**src/rtl/sq_sweep_pkg.sv**
```systemverilog
package sq_sweep_pkg;
  localparam int DIV_W   = 3;
  localparam int SHIFT_W = 3;

  typedef struct packed {
    logic               enable;
    logic [DIV_W-1:0]   div_period;
    logic               negate;
    logic [SHIFT_W-1:0] shift;
  } sweep_cfg_t;

  function automatic sweep_cfg_t decode_cfg(input logic [7:0] raw);
    sweep_cfg_t c;
    c.enable     = raw[7];
    c.div_period = raw[6:4];
    c.negate     = raw[3];
    c.shift      = raw[2:0];
    return c;
  endfunction
endpackage

```
**src/rtl/sq_sweep_divider.sv**
```systemverilog
module sq_sweep_divider #(
  parameter int DIV_W = 3
) (
  input  logic             clk,
  input  logic             rst_n,
  input  logic             tick,
  input  logic             cfg_wr,
  input  logic [DIV_W-1:0] div_period,
  output logic             fire
);
  logic [DIV_W-1:0] count;
  logic             reload;

  assign fire = tick && (count == '0);

  always_ff @(posedge clk) begin
    if (!rst_n) begin
      count  <= '0;
      reload <= 1'b0;
    end else begin
      if (tick) begin
        if (count == '0 || reload) count <= div_period;
        else                       count <= count - 1'b1;
      end
      if (cfg_wr)    reload <= 1'b1;
      else if (tick) reload <= 1'b0;
    end
  end

  AST_DIV_HOLD: assert property (@(posedge clk) disable iff (!rst_n)
    !tick |=> $stable(count)) else $error("divider moved without tick");
  AST_RELOAD_DROP: assert property (@(posedge clk) disable iff (!rst_n)
    tick && !cfg_wr |=> !reload) else $error("reload flag survived tick");
  AST_WRITE_ARMS: assert property (@(posedge clk) disable iff (!rst_n)
    cfg_wr |=> reload) else $error("write did not arm reload");
endmodule

```
**src/rtl/sq_sweep_target.sv**
```systemverilog
module sq_sweep_target
  import sq_sweep_pkg::*;
#(
  parameter int PERIOD_W   = 11,
  parameter int MIN_PERIOD = 8,
  parameter bit TWOS_COMP  = 1'b0,
  localparam int ACC_W     = PERIOD_W + 5
) (
  input  logic [PERIOD_W-1:0] period,
  input  sweep_cfg_t          cfg,
  output logic [ACC_W-1:0]    target,
  output logic                out_of_range
);
  logic [ACC_W-1:0] p_ext;
  logic [ACC_W-1:0] delta;
  logic [ACC_W-1:0] addend;

  assign p_ext = ACC_W'(period);
  assign delta = p_ext >> cfg.shift;

  generate
    if (TWOS_COMP) begin : g_twos
      assign addend = cfg.negate ? (~delta + 1'b1) : delta;
    end else begin : g_ones
      assign addend = cfg.negate ? ~delta : delta;
    end
  endgenerate

  assign target       = p_ext + addend;
  assign out_of_range = (target < ACC_W'(MIN_PERIOD)) ||
                        (|target[ACC_W-1:PERIOD_W]);

  always_comb begin
    if (!cfg.negate) begin
      AST_UP_GROWS: assert (target >= p_ext) else $error("upward sweep shrank");
    end
    if (cfg.negate && !out_of_range) begin
      AST_DOWN_SHRINKS: assert (target <= p_ext) else $error("downward sweep grew");
    end
  end
endmodule

```
**src/rtl/sq_sweep_period.sv**
```systemverilog
module sq_sweep_period #(
  parameter int PERIOD_W   = 11,
  parameter int MIN_PERIOD = 8,
  localparam int ACC_W     = PERIOD_W + 5
) (
  input  logic                clk,
  input  logic                rst_n,
  input  logic                eval,
  input  logic                shift_nz,
  input  logic [ACC_W-1:0]    target,
  input  logic                target_bad,
  input  logic                load,
  input  logic [PERIOD_W-1:0] load_value,
  output logic [PERIOD_W-1:0] period,
  output logic                muted
);
  always_ff @(posedge clk) begin
    if (!rst_n) begin
      period <= '0;
      muted  <= 1'b0;
    end else begin
      if (eval) begin
        muted <= target_bad;
        if (!target_bad && shift_nz) period <= target[PERIOD_W-1:0];
      end
      if (load) period <= load_value;
    end
  end

  AST_PERIOD_HOLD: assert property (@(posedge clk) disable iff (!rst_n)
    !load && !eval |=> $stable(period)) else $error("period moved idle");
  AST_ZERO_SHIFT: assert property (@(posedge clk) disable iff (!rst_n)
    eval && !shift_nz && !load |=> $stable(period)) else $error("shift 0 moved period");
  AST_UPDATE_VALID: assert property (@(posedge clk) disable iff (!rst_n)
    eval && !load |=> $stable(period) || period >= PERIOD_W'(MIN_PERIOD))
    else $error("period swept below minimum");
  AST_MUTE_HOLD: assert property (@(posedge clk) disable iff (!rst_n)
    !eval |=> $stable(muted)) else $error("mute changed off evaluation");
  AST_LOAD_WINS: assert property (@(posedge clk) disable iff (!rst_n)
    load |=> period == $past(load_value)) else $error("period load lost");
endmodule

```
**src/rtl/sq_sweep_unit.sv**
```systemverilog
module sq_sweep_unit
  import sq_sweep_pkg::*;
#(
  parameter int PERIOD_W   = 11,
  parameter int MIN_PERIOD = 8,
  parameter bit TWOS_COMP  = 1'b0,
  localparam int ACC_W     = PERIOD_W + 5
) (
  input  logic                clk,
  input  logic                rst_n,
  input  logic                half_tick,
  input  logic                sweep_wr,
  input  logic [7:0]          sweep_data,
  input  logic                period_wr,
  input  logic [PERIOD_W-1:0] period_data,
  output logic [PERIOD_W-1:0] period,
  output logic                muted
);
  sweep_cfg_t       cfg;
  logic             fire;
  logic [ACC_W-1:0] target;
  logic             target_bad;
  logic             eval;

  always_ff @(posedge clk) begin
    if (!rst_n)        cfg <= '0;
    else if (sweep_wr) cfg <= decode_cfg(sweep_data);
  end

  sq_sweep_divider #(.DIV_W(DIV_W)) u_div (
    .clk        (clk),
    .rst_n      (rst_n),
    .tick       (half_tick),
    .cfg_wr     (sweep_wr),
    .div_period (cfg.div_period),
    .fire       (fire)
  );

  sq_sweep_target #(
    .PERIOD_W   (PERIOD_W),
    .MIN_PERIOD (MIN_PERIOD),
    .TWOS_COMP  (TWOS_COMP)
  ) u_tgt (
    .period       (period),
    .cfg          (cfg),
    .target       (target),
    .out_of_range (target_bad)
  );

  assign eval = fire && cfg.enable;

  sq_sweep_period #(
    .PERIOD_W   (PERIOD_W),
    .MIN_PERIOD (MIN_PERIOD)
  ) u_per (
    .clk        (clk),
    .rst_n      (rst_n),
    .eval       (eval),
    .shift_nz   (cfg.shift != '0),
    .target     (target),
    .target_bad (target_bad),
    .load       (period_wr),
    .load_value (period_data),
    .period     (period),
    .muted      (muted)
  );

  AST_DISABLED_QUIET: assert property (@(posedge clk) disable iff (!rst_n)
    half_tick && !cfg.enable && !period_wr |=> $stable(period) && $stable(muted))
    else $error("disabled sweep changed outputs");
endmodule

```
**config.mk**
```make
export PLATFORM = sky130hd
export DESIGN_NAME = sq_sweep_unit
export DESIGN_NICKNAME = d
export VERILOG_FILES = /design/src/rtl/sq_sweep_pkg.sv /design/src/rtl/sq_sweep_divider.sv /design/src/rtl/sq_sweep_target.sv /design/src/rtl/sq_sweep_period.sv /design/src/rtl/sq_sweep_unit.sv
export SDC_FILE = /design/constraint.sdc
export NUM_CORES = 1
export LEC_CHECK = 0
export BUFFER_PORTS_ARGS = -buffer_cell sky130_fd_sc_hd__buf_2
export CAP_MARGIN = 20
export CORE_MARGIN = 10
export CORE_UTILIZATION = 34
export DETAILED_ROUTE_END_ITERATION = 12
export PLACE_DENSITY = 0.52
export SETUP_SLACK_MARGIN = 0.02
export SKIP_CTS_REPAIR_TIMING = 1
export SLEW_MARGIN = 40
export SYNTH_ARGS = -nofsm -noshare
export SYNTH_HDL_FRONTEND = slang
export SYNTH_SLANG_ARGS = --single-unit
```
**constraint.sdc**
```tcl
create_clock -name clk -period 11.6 [get_ports clk]
set_input_delay 2.32 -clock clk [delete_from_list [all_inputs] [get_ports clk]]
set_output_delay 2.32 -clock clk [all_outputs]
set_load 0.02 [all_outputs]
```
==> impl_metrics.py <==
metrics = {
    "power_and_ir_drop": {
        "vdd_drop_max_mv": 0.0465,
        "p_leak_nw": 1.01,
        "p_total_mw": 0.278,
        "power_density_nw_per_um2": 120,
    },
    "worst_setup_path": {
        "crit_chain": "mux2i_1 -> mux4_2 -> xnor2_1 -> ha_1 -> fa_1 -> a21o_1 -> a221oi_2 -> xnor2_1 -> nand3_1 -> a211o_1 -> nor4_4 -> buf_4 -> nand2b_1 -> o311a_1",
        "r2r_cells": 14,
        "worstPathMaxFanout": 16,
        "reg2reg_to": "u_per.period[1]$_SDFFE_PN0P_",
        "timing.rr.start": "cfg[1]$_SDFFE_PN0P_",
        "crit_cells": 14,
        "critPathMaxStageDelay_ns": 0.76,
        "crit_path_frequent_cell": "xnor2_1",
        "crit_type": "reg -> reg",
        "cp.arrival_ns": 4.74,
        "cp-endpoint": "u_per.period[1]$_SDFFE_PN0P_",
        "worstPathRequired_ns": 11.83,
        "crit_slowest_cell": "dfxtp_1",
        "reg2reg_slack_ns": 7.09,
        "start_kind": "register",
        "crit_path_end_kind": "register",
        "cp_top_family": "compound AO/OA/AOI/OAI gates",
        "crit_buf_inv": 1,
        "crit_start": "cfg[1]$_SDFFE_PN0P_",
    },
    "clock_network": {
        "tritoncts": "built",
        "cts_sinks": 24,
        "cts_root_buf": "clkbuf_8",
        "numCtsBuffers": 3,
        "htree_num_levels": 1,
        "path_clk_slew_ns": 0.10,
        "clk_path_buf_depth": 2,
        "clk_latency_ns": 0.28,
    },
    "placement": {
        "post-dp-hpwl_mm": 4.27,
        "place.gp.congestion": 0.842,
        "pre_cts_slack_ns": 6.96,
        "port_buffers": 35,
    },
    "timing": {
        "rsz0062_at_grt": "false",
        "slew_violations": 0,
        "fin_crit_sh_pct": 38.9,
        "layout_setup_ws_ns": 7.09,
        "fmax_ghz": 0.222,
        "finalHoldViolCount": 0,
        "setup_viol": 0,
        "fin_tns_setup_ns": 0,
        "finalCriticalPeriod_ns": 4.51,
        "max_slew_margin_pct": 55.3,
        "clock_skew_ns": 0.00151,
        "worst-slew-pin-transition_ns": 0.669,
    },
    "logic_synthesis": {
        "synth-seq-cells": 24,
        "synth_ff_type": "dfxtp_1",
        "synth_nets": 292,
        "yosys_warnings": 0,
        "synth_cells": 254,
        "synth_edf_count": 0,
        "ys_async_sr_fraction_pct": 0,
        "synthesis.area_um2": 2040,
        "ys_seq_area_share_pct": 23.5,
        "synth_cell_types": 47,
        "syn_area_per_cell_um2": 8.05,
    },
    "global_routing": {
        "grt_usage_pct": 11.4,
        "grt_pass1_wl_mm": 9.19,
        "grt_max_degree": 18,
        "overflow": 0,
        "grt_pass1_vias": 1899,
        "antenna_found_initial": 0,
    },
    "finish": {
        "area_delta_synth_final_pct": 13.6,
        "diodes": 0,
        "fin_nets": 317,
        "drive_above_1_share_pct": 18.3,
        "fill_cells": 630,
        "seq_area_um2": 480,
        "final_common_cell": "buf_2",
        "layout_common_cells": "buf_2 (35), nor2_1 (26), dfxtp_1 (24)",
        "multiInputGateArea_um2": 1470,
    },
    "hold_path": {
        "hp-class": "reg -> reg",
    },
    "floorplanning": {
        "core_um2": 5890,
        "std_cell_rows": 28,
        "io-pin-count": 36,
        "initial_core_util_pct": 34.7,
        "fp.dieW_um": 97.5,
        "die_h_um": 97.5,
        "die_area_um2": 9520,
    },
    "detailed_routing": {
        "first_iter_violations": 67,
        "vias": 1895,
        "drc": 0,
        "dr.pass1.iters": 4,
        "wl_mm": 5.56,
        "ant_nets": 0,
        "vias_per_cell": 5.37,
        "routedWlPerCell_um": 15.8,
    },
    "run": {
        "maxCapViolations": 0,
    },
    "outcome": {
        "status": "finished clean",
    },
}
-- synthesized netlist by cell type, types with 3 or more instances --
cell      count  area (um2)
a21o_1        6        45.0
a21oi_1      21         105
a31oi_1      11        68.8
clkbuf_1     12        45.0
dfxtp_1      24         480
ha_1         13         163
inv_1         8        30.0
mux2_2        5        56.3
mux2i_1      19         190
nand2_1      12        45.0
nand2b_1      3        18.8
nand3_1       4        20.0
nor2_1       26        97.6
nor2b_1       4        25.0
nor3_1        6        30.0
o21a_1        3        22.5
o21ai_0      14        70.1
o21ai_1       7        35.0
o22ai_1       3        18.8
or3_1         5        31.3
xnor2_1       8        70.1
xor2_1        8        70.1
-- flip-flops by register name (all words and copies together), names as in the netlist --
name,cells
u_div.reload,1
u_per.period,11
u_per.muted,1
u_div.count,3
cfg,8
-- kinds of logic (layout without fill, tap and decap cells) --
group	after synthesis	count (layout)	synth area share [%]
compound gates	81	81	24.7
simple gates	69	69	16.9
mux	26	26	14.3
flops	24	24	23.5
buf+inv	24	48	4.83
xor+xnor	16	16	6.85
fa+ha+maj	14	14	8.94
-- worst min-delay path by stage --
stage,from,endpoint,cells after the start
4_1_cts,cfg[4]$_SDFFE_PN0P_,cfg[4]$_SDFFE_PN0P_,2
3_5_place_dp,cfg[4]$_SDFFE_PN0P_,cfg[4]$_SDFFE_PN0P_,2
3_3_place_gp,cfg[4]$_SDFFE_PN0P_,cfg[4]$_SDFFE_PN0P_,2
2_1_floorplan,u_div.count[2]$_SDFFE_PN0P_,u_div.count[2]$_SDFFE_PN0P_,2
6_report,cfg[5]$_SDFFE_PN0P_,cfg[5]$_SDFFE_PN0P_,2
5_1_grt,cfg[6]$_SDFFE_PN0P_,cfg[6]$_SDFFE_PN0P_,2
-- per-stage QoR --
| stage | cells | utilization (%) | area (um2) | hold WS [ns] |
|---|---|---|---|---|
| CTS | 352 | 39.3 | 2320 | 0.512 |
| finish | 353 | 39.5 | 2320 | 0.509 |
| global placement | 348 | 38.1 | 2240 | 0.481 |
| global route | 353 | 39.5 | 2320 | 0.551 |
| floorplan | 254 | - | 2040 | 0.459 |
| detailed placement | 348 | 38.1 | 2240 | 0.487 |
-- routing by layer --
layer	share of wire [%]	track usage [%]
met1	51	15.0
met2	45	18.2
met3	2.5	1.99
met4	1.7	3.80
met5	0	0
-- cell type report --
type                    count  share of cell area (%)
clock buffers               3                    1.78
clock inverters             1                    1.29
inverters                   8                    1.29
multi-input cells         206                    63.1
flip-flops and latches     24                    20.7
well taps                  75                    4.04
repair buffers             36                    7.86
-- worst reg2reg max path, delay by kind of cell, from the launching register on --
family,cells,cell delay (ns)
AO/OA/AOI/OAI,4,0.99
flip-flops,1,0.76
multiplexers,2,0.75
AND/OR/NAND/NOR,3,0.73
adder cells (fa/ha/maj),2,0.65
XOR/XNOR,2,0.32
buffers and inverters,1,0.27
-- where the power goes --
part,switching [mW],internal [mW]
clock network,0.0328,0.0463
logic,0.0569,0.0432
registers,0.0104,0.0882
No activity file was read; power rests on OpenSTA's default activity.
